**src/rtl/lstep_pkg.sv**
```systemverilog
package lstep_pkg;

  typedef enum logic [1:0] {
    ST_IDLE = 2'd0,
    ST_WALK = 2'd1,
    ST_FIN  = 2'd2
  } lstep_state_e;

  typedef struct packed {
    logic major_y;
    logic dir_right;
    logic dir_down;
    logic last_off;
    logic draw_en;
  } lstep_mode_t;

endpackage

```
**src/rtl/lstep_ctrl.sv**
```systemverilog
module lstep_ctrl
  import lstep_pkg::*;
#(
  parameter int LW = 16
) (
  input  logic        clk,
  input  logic        rst,
  input  logic        start,
  input  logic [LW-1:0] major_len,
  input  lstep_mode_t mode_in,
  output logic        load,
  output logic        step,
  output logic        last,
  output logic        fin,
  output logic        busy,
  output lstep_mode_t mode_q
);
  localparam logic [LW-1:0] ONE = {{(LW-1){1'b0}}, 1'b1};

  lstep_state_e state;
  logic [LW-1:0] remain;

  assign load = start && (state == ST_IDLE);
  assign step = (state == ST_WALK);
  assign last = step && (remain == ONE);
  assign fin  = (state == ST_FIN);
  assign busy = (state != ST_IDLE);

  always_ff @(posedge clk) begin
    if (rst) begin
      state  <= ST_IDLE;
      remain <= '0;
      mode_q <= '0;
    end else begin
      case (state)
        ST_IDLE: if (start) begin
          mode_q <= mode_in;
          remain <= major_len;
          state  <= (major_len == '0) ? ST_FIN : ST_WALK;
        end
        ST_WALK: begin
          remain <= remain - ONE;
          if (remain == ONE) state <= ST_FIN;
        end
        default: state <= ST_IDLE;
      endcase
    end
  end

  // an ongoing walk keeps counting down regardless of start
  a_r9_walk_continues: assert property (@(posedge clk) disable iff (rst)
    (state == ST_WALK && remain != ONE) |=> (state == ST_WALK && remain == $past(remain) - ONE));

  // zero length goes straight to the finishing state
  a_r10_zero_len: assert property (@(posedge clk) disable iff (rst)
    (load && major_len == '0) |=> fin);

  // finishing state lasts one cycle
  a_r8_fin_once: assert property (@(posedge clk) disable iff (rst)
    fin |=> !busy);

endmodule

```
**src/rtl/lstep_err.sv**
```systemverilog
module lstep_err #(
  parameter int W = 16
) (
  input  logic         clk,
  input  logic         rst,
  input  logic         load,
  input  logic         step,
  input  logic [W-1:0] err_init,
  input  logic [W-1:0] axial_in,
  input  logic [W-1:0] diag_in,
  output logic         diag_go
);
  localparam int MSB = W - 1;

  logic [W-1:0] err_q, axial_q, diag_q;

  assign diag_go = ~err_q[MSB];

  always_ff @(posedge clk) begin
    if (rst) begin
      err_q   <= '0;
      axial_q <= '0;
      diag_q  <= '0;
    end else if (load) begin
      err_q   <= err_init;
      axial_q <= axial_in;
      diag_q  <= diag_in;
    end else if (step) begin
      err_q <= err_q + (diag_go ? diag_q : axial_q);
    end
  end

  // increments stay fixed for the whole walk
  a_r4_consts_held: assert property (@(posedge clk) disable iff (rst)
    ($past(step) && !$past(load)) |-> ($stable(axial_q) && $stable(diag_q)));

endmodule

```
**src/rtl/lstep_axis.sv**
```systemverilog
module lstep_axis #(
  parameter int W = 16
) (
  input  logic         clk,
  input  logic         rst,
  input  logic         load,
  input  logic [W-1:0] init_pos,
  input  logic         step,
  input  logic         adv,
  input  logic         fwd,
  output logic [W-1:0] pos
);
  localparam logic [W-1:0] ONE = {{(W-1){1'b0}}, 1'b1};

  always_ff @(posedge clk) begin
    if (rst)              pos <= '0;
    else if (load)        pos <= init_pos;
    else if (step && adv) pos <= fwd ? pos + ONE : pos - ONE;
  end

  // an advancing axis moves one unit in its commanded direction
  a_r5_dir_move: assert property (@(posedge clk) disable iff (rst)
    (step && adv) |=> (pos == (fwd ? $past(pos) + ONE : $past(pos) - ONE)));

  // a held axis does not move
  a_r4_hold: assert property (@(posedge clk) disable iff (rst)
    (step && !adv && !load) |=> $stable(pos));

endmodule

```
**src/rtl/line_stepper.sv**
```systemverilog
module line_stepper
  import lstep_pkg::*;
#(
  parameter int CW = 16,
  parameter int LW = 16
) (
  input  logic          clk,
  input  logic          rst,
  input  logic          start,
  input  logic [CW-1:0] start_x,
  input  logic [CW-1:0] start_y,
  input  logic [CW-1:0] axial_step,
  input  logic [CW-1:0] diag_step,
  input  logic [CW-1:0] err_init,
  input  logic [LW-1:0] major_len,
  input  logic          major_y,
  input  logic          dir_right,
  input  logic          dir_down,
  input  logic          last_off,
  input  logic          draw_en,
  output logic          busy,
  output logic          pix_valid,
  output logic [CW-1:0] pix_x,
  output logic [CW-1:0] pix_y,
  output logic          done
);
  localparam int NAX = 2;
  localparam logic [CW-1:0] ONE = {{(CW-1){1'b0}}, 1'b1};

  lstep_mode_t mode_in, mode_q;
  logic load, step, last, fin, diag_go;
  logic [CW-1:0] init_pos [NAX];
  logic [CW-1:0] pos      [NAX];

  assign mode_in = '{major_y: major_y, dir_right: dir_right, dir_down: dir_down,
                     last_off: last_off, draw_en: draw_en};
  assign init_pos[0] = start_x;
  assign init_pos[1] = start_y;

  lstep_ctrl #(.LW(LW)) u_ctrl (
    .clk(clk), .rst(rst), .start(start), .major_len(major_len), .mode_in(mode_in),
    .load(load), .step(step), .last(last), .fin(fin), .busy(busy), .mode_q(mode_q)
  );

  lstep_err #(.W(CW)) u_err (
    .clk(clk), .rst(rst), .load(load), .step(step), .err_init(err_init),
    .axial_in(axial_step), .diag_in(diag_step), .diag_go(diag_go)
  );

  for (genvar a = 0; a < NAX; a++) begin : g_axis
    localparam bit IS_Y = (a == 1);
    logic adv_a, fwd_a;
    assign adv_a = (mode_q.major_y == IS_Y) ? 1'b1 : diag_go;
    assign fwd_a = IS_Y ? mode_q.dir_down : mode_q.dir_right;
    lstep_axis #(.W(CW)) u_axis (
      .clk(clk), .rst(rst), .load(load), .init_pos(init_pos[a]),
      .step(step), .adv(adv_a), .fwd(fwd_a), .pos(pos[a])
    );
  end

  always_ff @(posedge clk) begin
    if (rst) begin
      pix_valid <= 1'b0;
      pix_x     <= '0;
      pix_y     <= '0;
      done      <= 1'b0;
    end else begin
      done <= fin;
      if (step) begin
        pix_valid <= mode_q.draw_en && !(last && mode_q.last_off);
        pix_x     <= pos[0];
        pix_y     <= pos[1];
      end else begin
        pix_valid <= 1'b0;
      end
    end
  end

  // done is a single-cycle pulse with the block idle
  a_r8_done_pulse: assert property (@(posedge clk) disable iff (rst)
    done |=> !done);
  a_r8_done_idle: assert property (@(posedge clk) disable iff (rst)
    done |-> (!busy && !pix_valid));

  // move-only walks never flag a pixel
  a_r7_no_draw: assert property (@(posedge clk) disable iff (rst)
    (busy && !mode_q.draw_en) |=> !pix_valid);

  // a diagonal decision moves both axes
  a_r4_diag_both: assert property (@(posedge clk) disable iff (rst)
    (step && diag_go) |=> (pos[0] != $past(pos[0]) && pos[1] != $past(pos[1])));

  // successive valid pixels are neighbours
  a_r3_adjacent: assert property (@(posedge clk) disable iff (rst)
    (pix_valid && $past(pix_valid)) |->
      ((pix_x == $past(pix_x) || pix_x == $past(pix_x) + ONE || pix_x == $past(pix_x) - ONE) &&
       (pix_y == $past(pix_y) || pix_y == $past(pix_y) + ONE || pix_y == $past(pix_y) - ONE)));

endmodule

```
**config.mk**
```make
export PLATFORM = sky130hd
export DESIGN_NAME = line_stepper
export DESIGN_NICKNAME = d
export VERILOG_FILES = /design/src/rtl/lstep_pkg.sv /design/src/rtl/lstep_ctrl.sv /design/src/rtl/lstep_err.sv /design/src/rtl/lstep_axis.sv /design/src/rtl/line_stepper.sv
export SDC_FILE = /design/constraint.sdc
export NUM_CORES = 1
export LEC_CHECK = 0
export ABC_AREA = 1
export BUFFER_PORTS_ARGS = -buffer_cell sky130_fd_sc_hd__buf_2
export CAP_MARGIN = 20
export CORE_UTILIZATION = 45
export DETAILED_ROUTE_END_ITERATION = 8
export PLACE_DENSITY = 0.7
export REMOVE_ABC_BUFFERS = 1
export SYNTH_ARGS = -nofsm -noshare
export SYNTH_HDL_FRONTEND = slang
export SYNTH_SLANG_ARGS = --single-unit
```
**constraint.sdc**
```tcl
create_clock -name clk -period 2.5 [get_ports clk]
set_clock_uncertainty 0.15 [all_clocks]
set_input_delay 0.25 -clock clk [delete_from_list [all_inputs] [get_ports clk]]
set_output_delay 0.25 -clock clk [all_outputs]
set_load 0.01 [all_outputs]
```
Yosys cells after proc, flatten, opt, wreduce, memory -nomap -nowiden

Index checks and enable logic that the tools add are counted.

Bits in registers: 137
Input bits: 104
Logic and storage cells: 64

Add/subtract/negate cells: 6
Equal/unequal tests: 5
Multiplexer cells: 17
Bitwise logic cells: 2
Reductions and logical operators: 18

Operators by type and width:

| cell                                                                  | count |
|---|---|
| 16-bit two-way mux                                                    | 10 |
| 16-bit by 1-bit subtractor with 16-bit output (second input constant) | 3 |
| 16-bit by 1-bit adder with 16-bit output (second input constant)      | 2 |
| 16-bit one-hot mux with 2 select lines                                | 1 |
| 16-bit adder                                                          | 1 |
| 16-bit by 1-bit == test with 1-bit output (second input constant)     | 1 |
| 16-bit zero test                                                      | 1 |
| 2-bit nonzero test                                                    | 5 |
| 1-bit logical AND                                                     | 6 |
| 2-bit two-way mux                                                     | 3 |
| 2-bit AND reduction                                                   | 3 |
| 2-bit != test (second input constant)                                 | 2 |
| 2-bit one-hot mux with 2 select lines                                 | 1 |
| 2-bit by 1-bit == test with 1-bit output (second input constant)      | 1 |
| 2-bit == test (second input constant)                                 | 1 |
| 2-bit zero test                                                       | 1 |
| 1-bit two-way mux                                                     | 2 |
| 1-bit NOT                                                             | 2 |
| 2-bit OR reduction                                                    | 1 |
| 1-bit zero test                                                       | 1 |

Logic depth before layout (Yosys ltp)

Depth after elaboration: 5
Depth in mapped cells: 16

By module

Synthesis repeated with hierarchy kept, for this count alone.

Cell total of the unflattened synthesis: 1,440
Area, all modules: 9,198.8 um2

Modules (own cells, without submodules):

| module       | times used | cells each | area each (um2) | seq. area each (um2) |
|---|---|---|---|---|
| lstep_axis   | 2          | 270        | 1,684.1         | 320.3 |
| lstep_err    | 1          | 450        | 2,971.6         | 960.9 |
| lstep_ctrl   | 1          | 236        | 1,457.6         | 460.4 |
| line_stepper | 1          | 214        | 1,401.3         | 680.7 |

Least setup slack after synthesis

OpenSTA, ideal clock, no wires.

Path kind: flip-flop to flip-flop
Start: register u_err.err_q[15]
End: register u_err.err_q[8]
Setup time: 70 ps
Arrival: 2,036 ps
Required time: 2,280 ps
Path slack: 243 ps
Stages on the path, launching flop included: 16
Period minus slack after synthesis: 2,257 ps
Path through: dfxtp_1 buf_2 inv_2 nand2_1 nand2_1 ha_1 inv_1 fa_1 inv_1 nand3_1 nand3_1 a21oi_1 or2_2 nand3_1 nand2_1 a21oi_1

Longest elaborated chain between the ends: 4

Ends and longest elaborated chain:

| item                   | line            | text |
|---|---|---|
| start, declared        | lstep_err.sv:15 | `logic [W-1:0] err_q, axial_q, diag_q;` |
| start signal, assigned | lstep_err.sv:25 | `err_q <= err_init;` |
| start signal, assigned | lstep_err.sv:29 | `err_q <= err_q + (diag_go ? diag_q : axial_q);` |
| 16-bit two-way mux     | lstep_err.sv:29 |  |
| 16-bit adder           | lstep_err.sv:29 |  |
| 16-bit two-way mux     | lstep_err.sv:28 | `end else if (step) begin` |
| 16-bit two-way mux     | lstep_err.sv:24 | `end else if (load) begin` |

No other way between the ends. The select of a mux whose other input is x is not followed.
A chain may end at the register's enable or synchronous reset.

Worst setup path in the final report

Start: register, netlist name u_ctrl.mode_q[2]
End: register g_axis[1].u_axis.pos[14]

Longest elaborated chain between the ends: 3

Ends and longest elaborated chain:

| item                            | line             | text |
|---|---|---|
| 16-bit two-way mux (2 in a row) | lstep_axis.sv:18 | `else if (step && adv) pos <= fwd ? pos + ONE : pos - ONE;` |
| 16-bit two-way mux              | lstep_axis.sv:17 | `else if (load) pos <= init_pos;` |
| end signal, assigned            | lstep_axis.sv:17 |  |
| end signal, assigned            | lstep_axis.sv:18 |  |
| end, declared                   | lstep_axis.sv:11 | `output logic [W-1:0] pos` |

No other way between the ends. The select of a mux whose other input is x is not followed.

==> run_summary.xml <==
<?xml version="1.0" encoding="UTF-8"?>
<metrics>
  <group name="outcome">
    <metric name="status" unit="">finished with violations</metric>
    <metric name="violations" unit="">design-rule violations, negative hold slack</metric>
  </group>
  <group name="critical_path">
    <metric name="critical-path-top-cell-by-count" unit="">nand2_1</metric>
    <metric name="criticalPathCategory" unit="">reg2reg</metric>
    <metric name="worst_path_largest_cell_delay" unit="ns">0.43</metric>
    <metric name="start_kind" unit="">flip-flop</metric>
    <metric name="worst-path-buf-inv" unit="">2</metric>
    <metric name="crit_path_cell_chain" unit="">clkinvlp_4, buf_4, ha_1, a21oi_1, nand2_1, a21oi_1, nand2_1, nand2_1, nand3_1, nand2_1, a21oi_1</metric>
    <metric name="required" unit="ns">2.64</metric>
    <metric name="timing.critical_path.max_delay_family" unit="">compound AO/OA/AOI/OAI gates</metric>
    <metric name="crit_path_arrival_time" unit="ns">2.43</metric>
    <metric name="endpoint_kind_of_the_worst_setup_timing_path" unit="">flip-flop</metric>
    <metric name="critical_path.max_fanout" unit="">8</metric>
    <metric name="critical-path-slowest-cell" unit="">dfxtp_1</metric>
  </group>
  <group name="run">
    <metric name="max-cap-violations" unit="">0</metric>
  </group>
  <group name="synthesis">
    <metric name="synthesis.yosys.warnings" unit="">0</metric>
    <metric name="cells_taking_the_most_area_after_synthesis" unit="">dfxtp_1 (32%), nand2_1 (17%), nor2_1 (8.8%)</metric>
    <metric name="synth_top_family_by_area" unit="">simple AND/OR/NAND/NOR gates</metric>
    <metric name="synth_async_sr_flop_share" unit="">0</metric>
    <metric name="yosys.area_share.adder" unit="">0.0728</metric>
    <metric name="synth.avg_cell_area" unit="um^2">6.29</metric>
    <metric name="yosys.cell_types.count" unit="">40</metric>
    <metric name="synth_edf_count" unit="">0</metric>
    <metric name="synth_top_area_share" unit="">0.321</metric>
    <metric name="synth.largest_area_cell" unit="">dfxtp_1</metric>
    <metric name="syn_area" unit="um^2">8560</metric>
    <metric name="seq_area_frac_synth" unit="">0.321</metric>
    <metric name="synth-compound-area-share" unit="">0.142</metric>
    <metric name="yosys.area_share.xor_xnor" unit="">0.0215</metric>
    <metric name="count_of_mapped_cells_out_of_synthesis" unit="">1361</metric>
    <metric name="synthSimpleGateAreaFrac" unit="">0.344</metric>
    <metric name="top_reg_cell_synth" unit="">dfxtp_1</metric>
    <metric name="synth.ff_latch_count" unit="">137</metric>
    <metric name="multiplexer_share_of_the_synthesized_area" unit="">0</metric>
  </group>
  <group name="detailed_routing">
    <metric name="drt_pass1_iterations" unit="">7</metric>
    <metric name="drt_first_iter_violations" unit="">414</metric>
    <metric name="dr_total_vias" unit="">8939</metric>
    <metric name="remaining_drc_errors" unit="">1</metric>
    <metric name="postRouteWirelength" unit="um">23500</metric>
    <metric name="detail_route_antenna_nets" unit="">0</metric>
    <metric name="route.detailed.wl_per_inst" unit="um">13.2</metric>
    <metric name="mean_number_of_vias_per_cell" unit="">5.02</metric>
  </group>
  <group name="cts">
    <metric name="clk_pin_slew_worst_paths" unit="ns">0.06</metric>
    <metric name="cts_buffer_depth" unit="">2</metric>
    <metric name="worst_skew_pair.late_latency" unit="ns">0.42</metric>
    <metric name="clock-sinks" unit="">137</metric>
    <metric name="cts_max_level" unit="">4</metric>
    <metric name="tritoncts.num_buffers" unit="">17</metric>
    <metric name="tritoncts" unit="">built</metric>
    <metric name="cts.root.buffer_cell" unit="">clkbuf_16</metric>
  </group>
  <group name="placed_design">
    <metric name="dp.final_hpwl" unit="um">16200</metric>
    <metric name="io_buffer_count" unit="">138</metric>
    <metric name="gp_routability_congestion" unit="">0.897</metric>
  </group>
  <group name="global_routing">
    <metric name="first_global_vias" unit="">8697</metric>
    <metric name="grt_overflow_total" unit="">0</metric>
    <metric name="grt_antenna_before_repair" unit="">0</metric>
    <metric name="grt_first_pass_wirelength" unit="um">39900</metric>
    <metric name="grt_max_degree" unit="">95</metric>
    <metric name="grt_use_total" unit="">0.249</metric>
  </group>
  <group name="timing">
    <metric name="timing.fmax" unit="GHz">0.436</metric>
    <metric name="period_share" unit="">0.918</metric>
    <metric name="setup_repair_after_global_routing_missed_its_margin" unit="">false</metric>
    <metric name="report.final.slew_viol_count" unit="">0</metric>
    <metric name="final.min_clock_period" unit="ns">2.30</metric>
    <metric name="timing_worst_slew_pin_value" unit="ns">0.568</metric>
    <metric name="maxSlewHeadroom" unit="">0.622</metric>
    <metric name="number_of_failing_setup_endpoints_in_the_final_timing_report" unit="">0</metric>
    <metric name="worst_hold_margin" unit="ns">-0.00494</metric>
    <metric name="count_of_endpoints_failing_hold_in_the_final_timing_report" unit="">1</metric>
  </group>
  <group name="final_layout">
    <metric name="n_antenna_cell" unit="">0</metric>
    <metric name="area.growth.synth_to_final" unit="%">24.0</metric>
    <metric name="layout.nets" unit="">1688</metric>
    <metric name="post_route_cells_drive_above_1_share" unit="">0.138</metric>
  </group>
  <group name="floorplanning">
    <metric name="dieWidth" unit="um">140</metric>
    <metric name="fp-row-count" unit="">50</metric>
    <metric name="initial_standard_cell_utilization_of_the_core" unit="">0.459</metric>
    <metric name="fp.dieArea" unit="um^2">19600</metric>
    <metric name="floorplan.io_pins" unit="">139</metric>
    <metric name="floorplan.die.height" unit="um">140</metric>
    <metric name="core_footprint" unit="um^2">18600</metric>
  </group>
  <group name="power">
    <metric name="ir_drop" unit="uV">387</metric>
    <metric name="p_leak" unit="uW">0.00553</metric>
    <metric name="power_per_cell_area" unit="nW/um^2">788</metric>
    <metric name="report.power.total" unit="uW">8360</metric>
  </group>
  <group name="hold_path">
    <metric name="hold_path_class" unit="">in2reg</metric>
  </group>
</metrics>
registers in the layout, indices dropped and copies added (netlist names):
name / count
pix_y: 16
done: 1
u_ctrl.state: 2
pix_x: 16
u_err.axial_q: 16
pix_valid: 1
u_ctrl.remain: 16
u_ctrl.mode_q: 5
u_err.err_q: 16
g_axis.u_axis.pos: 32
u_err.diag_q: 16
cells in the mapped netlist (8+ instances only):
| cell | number |
|---|---|
| a21oi_1 | 68 |
| a31oi_1 | 19 |
| buf_2 | 21 |
| clkbuf_1 | 29 |
| dfxtp_1 | 137 |
| ha_1 | 45 |
| inv_1 | 152 |
| nand2_1 | 394 |
| nand3_1 | 72 |
| nand4_1 | 8 |
| nor2_1 | 200 |
| nor3_1 | 10 |
| o21ai_0 | 118 |
| xor2_1 | 17 |
power by group:
part | internal, uW | leakage [uW] | switching (uW) | total, uW
registers | 2480 | 0.00113 | 205 | 2690
logic | 1220 | 0.00412 | 1960 | 3180
clock network | 1530 | 0.000282 | 962 | 2490
total | 5230 | 0.00553 | 3130 | 8360
metal layers:
| layer | vias to the layer above | wire [um] | GRT usage |
|---|---|---|---|
| met4 | 0 | 329 | 0.0659 |
| met2 | 213 | 11300 | 0.449 |
| met5 | - | 0 | 0 |
| met1 | 4000 | 10700 | 0.297 |
| li1 | 4697 | - | - |
| met3 | 29 | 1210 | 0.0537 |
what timing repair did:
item | CTS | global route
buffers inserted | 0 | 1
endpoints found under the setup margin | 0 | 9
hold endpoints to repair | 55 | 0
hold buffers | 55 | 0
resized for setup | 0 | 7
through the flow:
step / TNS (ns) / instances / util / worst slack [ns] / area, um^2
final: 0 / 1781 / 0.569 / 0.204 / 10600
after global routing: 0 / 1781 / 0.569 / 0.00629 / 10600
after CTS: 0 / 1780 / 0.568 / 0.0862 / 10600
after detailed placement: 0 / 1695 / 0.508 / 0.136 / 9470
after global placement: 0 / 1695 / 0.508 / 0.216 / 9470
after floorplan: -0.0892 / 1307 / - / -0.0411 / 8310
worst min-delay path, cell delays in order:
cell,delay (ns)
buf_2,0.07
o21ai_0,0.11
nor2_1,0.09
logic make-up (layout without fill, tap and decap cells):
logic type               after synthesis  count (layout)
buffers and inverters                214             400
AND/OR/NAND/NOR                      714             714
AO/OA/AOI/OAI                        227             227
XOR/XNOR                              21              21
adder cells (fa/ha/maj)               48              48
flip-flops                           137             137
cell type report:
class	count	area, um^2
clock buffers	22	474
multi-input cells	1010	4970
repair buffers	210	1420
fillers	1898	8030
flip-flops and latches	137	2740
well taps	234	293
clock inverters	8	96.3
inverters	160	612
placed cells by master, fill, tap and decap left out, types with 4 or more instances in the layout:
cell             n
dlygate4sd3_1   55
nor4_1           5
or2_2            7
nand3_1         71
buf_4           13
inv_1          150
nand4_1          8
nor2_1         200
a211oi_1         4
dfxtp_1        136
nand2_1        394
clkinv_2         4
xnor2_1          4
buf_12           4
o21ai_0        117
o221ai_1         5
ha_1            45
nand3b_1         6
a21oi_1         68
buf_2          138
nor3_1          10
a31oi_1         19
xor2_1          17
inv_2            6
clkbuf_16       17
worst paths after layout:
path	startpoint	to	slack (ns)	depth (start not counted)
worst max-delay path	u_ctrl.mode_q[2]$_SDFFE_PP0P_	g_axis[1].u_axis.pos[14]$_SDFFE_PP0P_	0.20	11
worst min-delay path	diag_step[0]	u_err.diag_q[0]$_SDFFE_PP0P_	-0.005	3
worst max register to register	u_ctrl.mode_q[2]$_SDFFE_PP0P_	g_axis[1].u_axis.pos[14]$_SDFFE_PP0P_	0.20	11
worst min register to register	u_err.err_q[11]$_SDFFE_PP0P_	u_err.err_q[11]$_SDFFE_PP0P_	0.32	2
Note: power is estimated with default switching activity, not from simulation.
